### config.mk
export PLATFORM = sky130hd
export DESIGN_NAME = postcode_capture
export DESIGN_NICKNAME = d
export VERILOG_FILES = /design/src/rtl/pcap_pkg.sv /design/src/rtl/pcap_lane_decode.sv /design/src/rtl/pcap_stamp.sv /design/src/rtl/pcap_fifo.sv /design/src/rtl/postcode_capture.sv
export SDC_FILE = /design/constraint.sdc
export NUM_CORES = 1
export LEC_CHECK = 0
export BUFFER_PORTS_ARGS = -buffer_cell sky130_fd_sc_hd__buf_2
export CAP_MARGIN = 10
export CORE_ASPECT_RATIO = 1.5
export CORE_MARGIN = 2
export CORE_UTILIZATION = 60
export CTS_BUF_LIST = sky130_fd_sc_hd__clkbuf_4
export DETAILED_ROUTE_END_ITERATION = 8
export GPL_TIMING_DRIVEN = 0
export PLACE_DENSITY = 0.85
export SLEW_MARGIN = 20
export SYNTH_ARGS = -nofsm -noshare
export SYNTH_HDL_FRONTEND = slang
export SYNTH_SLANG_ARGS = --single-unit
### constraint.sdc
create_clock -name clk -period 14.8 [get_ports clk]
set_input_delay 1.48 -clock clk [delete_from_list [all_inputs] [get_ports clk]]
set_output_delay 1.48 -clock clk [all_outputs]
set_load 0.02 [all_outputs]
### src/rtl/pcap_pkg.sv
package pcap_pkg;

    localparam int CODE_W = 8;

    localparam int ST_NOTEMPTY = 0;
    localparam int ST_OVERRUN  = 1;
    localparam int ST_FILL_LSB = 8;
    localparam int CTL_EN_BIT  = 8;

    typedef enum logic [1:0] {
        SEL_STATUS  = 2'd0,
        SEL_CAPTURE = 2'd1,
        SEL_CONTROL = 2'd2,
        SEL_INTSRC  = 2'd3
    } reg_sel_e;

    typedef struct packed {
        logic              vld;
        logic [CODE_W-1:0] code;
    } code_slot_t;

endpackage

### src/rtl/pcap_lane_decode.sv
module pcap_lane_decode
    import pcap_pkg::*;
#(
    parameter int            AW   = 16,
    parameter logic [AW-1:0] BASE = 'h80
) (
    input  logic          wr,
    input  logic [AW-1:0] addr,
    input  logic [1:0]    be,
    input  logic [15:0]   data,
    input  logic          nosplit,
    output code_slot_t    slot0,
    output code_slot_t    slot1
);

    localparam int LANES = 2;

    logic [LANES-1:0]             hit;
    logic [LANES-1:0][CODE_W-1:0] lane_code;

    for (genvar g = 0; g < LANES; g++) begin : g_lane
        logic [AW-1:0] tgt;
        logic          addr_ok;
        assign tgt          = addr + AW'(g);
        assign addr_ok      = (tgt == BASE) || (tgt == BASE + AW'(1));
        assign lane_code[g] = data[CODE_W*g +: CODE_W];
        if (g == 0) begin : g_low
            assign hit[g] = wr & be[g] & addr_ok;
        end else begin : g_high
            assign hit[g] = wr & be[g] & addr_ok & ~nosplit;
        end
    end

    // Compact hits so that slot0 always carries the first captured byte.
    always_comb begin
        slot0.vld  = |hit;
        slot0.code = hit[0] ? lane_code[0] : lane_code[1];
        slot1.vld  = &hit;
        slot1.code = lane_code[1];
    end

endmodule

### src/rtl/pcap_stamp.sv
module pcap_stamp #(
    parameter int W = 24
) (
    input  logic         clk,
    input  logic         rst_n,
    input  logic         tick,
    output logic [W-1:0] stamp
);

    typedef struct packed {
        logic [W-1:0] cnt;
    } stamp_st_t;

    stamp_st_t st_d, st_q;

    always_comb begin
        st_d = st_q;
        if (tick) begin
            st_d.cnt = st_q.cnt + W'(1);
        end
    end

    always_ff @(posedge clk or negedge rst_n) begin
        if (!rst_n) begin
            st_q <= '0;
        end else begin
            st_q <= st_d;
        end
    end

    assign stamp = st_q.cnt;

endmodule

### src/rtl/pcap_fifo.sv
module pcap_fifo #(
    parameter  int DEPTH = 16,
    parameter  int EW    = 32,
    localparam int PTR_W = $clog2(DEPTH),
    localparam int CNT_W = PTR_W + 1
) (
    input  logic             clk,
    input  logic             rst_n,
    input  logic             in0_vld,
    input  logic [EW-1:0]    in0_data,
    input  logic             in1_vld,
    input  logic [EW-1:0]    in1_data,
    input  logic             pop_req,
    output logic [EW-1:0]    head,
    output logic [CNT_W-1:0] count,
    output logic             dropped
);

    typedef struct packed {
        logic [DEPTH-1:0][EW-1:0] mem;
        logic [PTR_W-1:0]         wptr;
        logic [PTR_W-1:0]         rptr;
        logic [CNT_W-1:0]         cnt;
    } fifo_st_t;

    fifo_st_t st_d, st_q;

    logic           do_pop;
    logic           acc0;
    logic           acc1;
    logic [CNT_W:0] room;

    always_comb begin
        do_pop  = pop_req && (st_q.cnt != '0);
        // A pop in the same cycle frees its slot for the incoming bytes.
        room    = (CNT_W+1)'(DEPTH) - {1'b0, st_q.cnt} + (CNT_W+1)'(do_pop);
        acc0    = in0_vld && (room >= (CNT_W+1)'(1));
        acc1    = in1_vld && (room >= (acc0 ? (CNT_W+1)'(2) : (CNT_W+1)'(1)));
        dropped = (in0_vld && !acc0) || (in1_vld && !acc1);

        st_d = st_q;
        if (acc0) begin
            st_d.mem[st_q.wptr] = in0_data;
        end
        if (acc1) begin
            st_d.mem[st_q.wptr + PTR_W'(acc0)] = in1_data;
        end
        st_d.wptr = st_q.wptr + PTR_W'(acc0) + PTR_W'(acc1);
        st_d.rptr = st_q.rptr + PTR_W'(do_pop);
        st_d.cnt  = st_q.cnt + CNT_W'(acc0) + CNT_W'(acc1) - CNT_W'(do_pop);
    end

    always_ff @(posedge clk or negedge rst_n) begin
        if (!rst_n) begin
            st_q <= '0;
        end else begin
            st_q <= st_d;
        end
    end

    assign head  = st_q.mem[st_q.rptr];
    assign count = st_q.cnt;

endmodule

### src/rtl/postcode_capture.sv
module postcode_capture
    import pcap_pkg::*;
#(
    parameter  int            AW      = 16,
    parameter  logic [AW-1:0] BASE    = 16'h0080,
    parameter  int            DEPTH   = 16,
    parameter  int            STAMP_W = 24,
    localparam int            CNT_W   = $clog2(DEPTH) + 1
) (
    input  logic          clk,
    input  logic          rst_n,
    input  logic          stamp_tick,
    input  logic          host_wr,
    input  logic [AW-1:0] host_addr,
    input  logic [1:0]    host_be,
    input  logic [15:0]   host_data,
    input  logic          wide_nosplit,
    input  logic          reg_wr,
    input  logic          reg_rd,
    input  logic [1:0]    reg_addr,
    input  logic [31:0]   reg_wdata,
    output logic [31:0]   reg_rdata,
    output logic          irq
);

    localparam int EW = CODE_W + STAMP_W;

    typedef struct packed {
        logic [CNT_W-1:0] level;
        logic             irq_en;
        logic             pend;
        logic             ovr;
    } ctl_st_t;

    ctl_st_t ctl_d, ctl_q;

    code_slot_t       slot0;
    code_slot_t       slot1;
    logic [STAMP_W-1:0] stamp;
    logic [EW-1:0]    head;
    logic [CNT_W-1:0] fill_cnt;
    logic             dropped;
    logic             pop;
    reg_sel_e         sel;
    logic [31:0]      word;
    logic             over;
    logic             ovr_clr;
    logic             pend_clr;

    logic [CNT_W-1:0] level_q;
    logic             en_q;
    logic             pend_q;

    assign sel = reg_sel_e'(reg_addr);
    assign pop = reg_rd && (sel == SEL_CAPTURE);

    pcap_lane_decode #(
        .AW   (AW),
        .BASE (BASE)
    ) dec_i (
        .wr      (host_wr),
        .addr    (host_addr),
        .be      (host_be),
        .data    (host_data),
        .nosplit (wide_nosplit),
        .slot0   (slot0),
        .slot1   (slot1)
    );

    pcap_stamp #(
        .W (STAMP_W)
    ) stamp_i (
        .clk   (clk),
        .rst_n (rst_n),
        .tick  (stamp_tick),
        .stamp (stamp)
    );

    pcap_fifo #(
        .DEPTH (DEPTH),
        .EW    (EW)
    ) fifo_i (
        .clk      (clk),
        .rst_n    (rst_n),
        .in0_vld  (slot0.vld),
        .in0_data ({stamp, slot0.code}),
        .in1_vld  (slot1.vld),
        .in1_data ({stamp, slot1.code}),
        .pop_req  (pop),
        .head     (head),
        .count    (fill_cnt),
        .dropped  (dropped)
    );

    always_comb begin
        over     = fill_cnt > ctl_q.level;
        ovr_clr  = reg_wr && (sel == SEL_STATUS) && reg_wdata[ST_OVERRUN];
        pend_clr = reg_wr && (sel == SEL_INTSRC) && reg_wdata[0];

        ctl_d = ctl_q;
        if (reg_wr && (sel == SEL_CONTROL)) begin
            ctl_d.level  = reg_wdata[CNT_W-1:0];
            ctl_d.irq_en = reg_wdata[CTL_EN_BIT];
        end
        // Clear has priority for one cycle; the level condition sets it again.
        ctl_d.pend = pend_clr ? 1'b0 : (ctl_q.pend | over);
        // A drop outranks a simultaneous write-1 clear.
        ctl_d.ovr  = dropped ? 1'b1 : (ovr_clr ? 1'b0 : ctl_q.ovr);
    end

    always_ff @(posedge clk or negedge rst_n) begin
        if (!rst_n) begin
            ctl_q <= '0;
        end else begin
            ctl_q <= ctl_d;
        end
    end

    always_comb begin
        word = '0;
        unique case (sel)
            SEL_STATUS: begin
                word[ST_NOTEMPTY]            = (fill_cnt != '0);
                word[ST_OVERRUN]             = ctl_q.ovr;
                word[ST_FILL_LSB +: CNT_W]   = fill_cnt;
            end
            SEL_CAPTURE: begin
                if (fill_cnt != '0) begin
                    word[EW-1:0] = head;
                end
            end
            SEL_CONTROL: begin
                word[CNT_W-1:0]  = ctl_q.level;
                word[CTL_EN_BIT] = ctl_q.irq_en;
            end
            SEL_INTSRC: begin
                word[0] = ctl_q.pend;
            end
            default: word = '0;
        endcase
        reg_rdata = reg_rd ? word : '0;
    end

    assign level_q = ctl_q.level;
    assign en_q    = ctl_q.irq_en;
    assign pend_q  = ctl_q.pend;
    assign irq     = pend_q & en_q;

endmodule

# After elaboration in Yosys (flattened, before gate mapping)
# Index checks and enable logic that the tools add are counted.
# Widths: inputs -> output; s select.
# totals
word_cells	104
ff_bits	557
input_bits	75
output_inout_bits	33
# classes
n_lt_le_gt_ge	8
n_eq_ne	7
muxes	24
n_bitwise	8
reduce_logical	23
n_addsub	10
# op_table
cell	count
$bwmux 512	2
$mux 512	2
$demux 32 s4	2
$mux 32	5
$bmux 32 s4	1
$eq 16x8->1 const B	4
$add 24x1->24 const B	1
$mux 19	1
$add 16x1->16 const B	1
$lt 4x5->1 const B	3
$logic_and 1x1->1	13
$add 4x1->4	3
$add 5x1->5	2
$ge 4x1->1 const B	2
$mux 8	1
$pmux 4 s2	1
$add 6x1->6	1
$and 1x1->1	6
$ge 6x1->1 const B	1
$ge 6x6->1	1
$pmux 1 s3	2
$pmux 3 s2	1
$sub 5x5->6 const A	1
$gt 5x5->1	1
16 further kinds	22

# Depth between registers and ports, before layout
# depth
word_depth	14
ltp_mapped	29
mapped_depth_nobuf	24

# Cells and area by module
# A second synthesis with hierarchy kept.
# unflattened
cells_unflattened	3178
area_unflattened_um2	30919.7
# by_module_without_submodules
mod	seq_area_each_um2	cells_each	area_per_inst_um2	n_inst
pcap_fifo	13137.6	2935	28516.1	1
pcap_stamp	600.6	90	1083.5	1
postcode_capture	200.2	108	967.2	1
pcap_lane_decode	0.0	45	352.8	1

# Least setup slack after synthesis
# OpenSTA, ideal clock, no wires.
# synth_path
kind	input to register
startpoint	in host_addr[4]
endpoint	reg fifo_i.st_q (netlist bit fifo_i.count[4])
setup_ns	0.080
arrival_ns	6.252
path_slack_ns	8.468
stages	20
n_path_buf	4
required_time_ns	14.720
path_cell_list	or4b_1 -> or4_4 -> or3_1 -> buf_6 -> buf_8 -> o21ai_0 -> nand2_1 -> ha_1 -> nand2b_1 -> a21oi_1 -> and4_1 -> buf_2 -> buf_2 -> nor4_1 -> fa_1 -> fa_1 -> a21oi_1 -> nor2_1 -> nor2_1 -> xnor2_1
# synth_lines
element	line	text
start: declaration	postcode_capture.sv:14	input logic [AW-1:0] host_addr,
end signal: assignment	pcap_fifo.sv:57	st_q <= st_d;
end: declaration	pcap_fifo.sv:26	fifo_st_t st_d, st_q;

==> summary.md <==
| Metric | Value |
|---|---|
| Crit path required time | between 15,000 and 20,000 ps |
| Initial Utilization | between 60% and 70% |
| Crit path buffers/inverters | 7 |
| DP Worst Slack | roughly 6900 ps |
| First-pass GRT wire length | ~130,000 µm |
| Cell mode on critical path | ha_1 |
| Setup CP Type | flop to flop |
| Placed inst area | 29,400 µm² |
| Fin util | between 60% and 70% |
| Layout cells sized above 1 | between 30% and 40% |
| Fin area | about 31,000 µm² |
| CTS Buffer Depth | 3 |
| Final #Nets | ~2,400 |
| Post-CTS Setup Bufs | 0 |
| Routability Congestion | around 1 |
| Area of the die | just under 50,000 µm² |
| DRT iter0 DRCs | between 2,000 and 2,500 |
| Gr ovfl total | 0 |
| Vias per cell | 6.694 |
| FMAX | roughly 0.13 GHz |
| Max cap viols | 0 |
| Total negative slack | 0 ps |
| WL/cell | roughly 29 µm |
| Peak supply drop | between 0.00007 and 0.00008 V |
| Core Box Area | roughly 46,000 µm² |
| Ys async rst share | between 90% and 100% |
| Pin count of the biggest net entering global routing | ~110 |
| Register area share after synthesis | 49.59% |
| Status | finished, final reports clean |
| Syn_nets | roughly 2,200 |
| Vias | 19,930 |
| Relative slew slack | a little over an eighth |
| HP Class | input port to async pin |
| Worst reg2reg setup slack | 7200 ps |
| Fin cells | ~3,000 |
| Tot Pwr | between 3 and 4 mW |
| Crit-path slowest cell | nor4_4 |
| Leakage | roughly 15 nW |
| IO Pins | about 110 |
| Cell variety after synth | 49 |
| Die Wd | about 180 µm |
| Gate count after technology mapping | between 2,000 and 2,500 |
| DRC | 0 |
| Mean Syn Cell Area | 13.61 µm² |
| Seq cells post-synth | between 500 and 600 |
| Critical path arrival | 8340 ps |
| Dpl hpwl | 59,300 µm |
| Synthesis-to-layout area growth | 10.76% |
| Tcrit/Tclk final | just over 50% |
| DRT antenna net count | 0 |
| Clock root buffer | clkbuf_4 |
| Die Span Y | 269.1 µm |
| Clock sink total | 557 |
| Clk_lat worst skew | roughly 900 ps |
| Delay of the slowest critical-path stage | ~800 ps |
| CTS Buf Count | approximately 140 |
| Synth Flop Type | dfrtp_1 |
| Gates resized, CTS repair | 0 |
| Vias in the first global route | between 20,000 and 25,000 |
| Highest net fanout along the worst path | 10 |
| CTS tree | built |
| Placed cells | 2,737 |
| Crit-path leading delay family | simple AND/OR/NAND/NOR gates |
| Power density over the cells | 119.4 nW/µm² |
| GRT Util Overall | approximately 36% |
| H-tree Lvls | 4 |
| Min Hold Slack | slightly below 500 ps |
| Max Slew Vio Count | 0 |
| RSZ-0062 raised after global routing | false |
| Setup crit end kind | flop |
| Final setup vio count | 0 |
| Post-synth EDFFs | 0 |
| Routed WL | 86,650 µm |
| Worst slew pin tran | roughly 1300 ps |
| Worst Skew | between 40 and 50 ps |
| Ys Warns | 0 |
| Antenna violations before repair | 3 |
| Startpoint Class | flop |
| CTS Hold Bufs | 0 |
| Core Rows | between 90 and 100 |
| Synthesized area | between 20,000 and 30,000 µm² |
| # port buffers | 72 |
| PnR worst setup slack | 7197 ps |
| Final min period | about 7600 ps |
| Final Hold Fails | 0 |
| Worst-path clk slew | ~70 ps |
| Drt pass-1 iters | 6 |
## cells by family after synthesis
group	after synthesis	synth area share (%)
adder cells (fa/ha/maj)	30	1.389
AND/OR/NAND/NOR	367	7.046
XOR/XNOR	35	1.091
flip-flops	557	49.59
multiplexers	551	30.62
buffers and inverters	215	3.539
AO/OA/AOI/OAI	310	6.730
## synth_stat cells, drive strengths merged, types with 3 or more instances
cell type | count | share of area [%]
a22oi | 8 | 0.21
nand2 | 161 | 2.1
and3 | 29 | 0.65
clkbuf | 99 | 1.3
dfrtp | 557 | 50
and2 | 10 | 0.22
ha | 28 | 1.2
nand2b | 7 | 0.16
mux4 | 160 | 13
a21oi | 18 | 0.64
o22ai | 130 | 2.9
xnor2 | 23 | 0.72
nor3 | 7 | 0.12
and4b | 3 | 0.11
o21ai | 132 | 2.4
nor2 | 60 | 0.80
inv | 37 | 0.49
buf | 79 | 1.7
xor2 | 12 | 0.37
a31oi | 14 | 0.38
nor4 | 19 | 1.3
nand3 | 30 | 0.53
nor2b | 14 | 0.31
mux2 | 391 | 18
nand4 | 12 | 0.27
and4 | 5 | 0.16
## flip-flops by register name (all words and copies together), names as in the netlist
name,flops
en_q,1
level_q,5
fifo_i.count,5
stamp_i.stamp,24
fifo_i.st_q,520
pend_q,1
ctl_q,1
## power breakdown
| group | internal, mW | switching, mW |
|---|---|---|
| clock | 0.669 | 0.640 |
| combinational | 0.277 | 0.557 |
| sequential | 1.55 | 0.0239 |
| total | 2.49 | 1.22 |
## metal layers
metal  vias to the layer above  GRT usage [%]  part of all wire (%)
li1                       8200              -                     -
met2                      1174          59.72                    50
met3                       412          8.778                   7.5
met4                         0          31.73                   9.3
met1                     10150          39.68                    34
met5                         -              0                     0
## final cells by class
class                   instances  area (µm²)
plain buffers                 178       870.8
flip-flops and latches        557       13940
clock inverters                40       232.7
clock buffers                 199        1494
diodes                          2       5.005
well taps                     594       743.2
repair buffers                 78       535.5
multi-input cells            1293       13180
fillers                      3166       15350
inverters                      37       138.9
## final timing paths
path                                            startpoint                         end  cells after the start
worst max-delay path             fifo_i.count[2]$_DFF_PN0_   fifo_i.st_q[63]$_DFF_PN0_                     26
worst min-delay path                                 rst_n   fifo_i.st_q[26]$_DFF_PN0_                      1
worst max register to register   fifo_i.count[2]$_DFF_PN0_   fifo_i.st_q[63]$_DFF_PN0_                     26
worst min register to register  fifo_i.st_q[379]$_DFF_PN0_  fifo_i.st_q[379]$_DFF_PN0_                      1
max in group asynchronous                            rst_n  fifo_i.st_q[497]$_DFF_PN0_                      4
min in group clk                fifo_i.st_q[379]$_DFF_PN0_  fifo_i.st_q[379]$_DFF_PN0_                      1
## placed cells by master (no fill, tap or decap), drive strengths merged, types with 18 or more instances in the layout
| cell | count |
|---|---|
| nor4 | 19 |
| buf | 153 |
| clkinv | 33 |
| mux4 | 160 |
| nor2 | 60 |
| o22ai | 130 |
| ha | 28 |
| clkbuf | 302 |
| mux2 | 391 |
| inv | 41 |
| nand3 | 30 |
| and3 | 29 |
| o21ai | 132 |
| nand2 | 161 |
| xnor2 | 23 |
| dfrtp | 557 |
| a21oi | 18 |
Power figures use the tool's default switching activity.
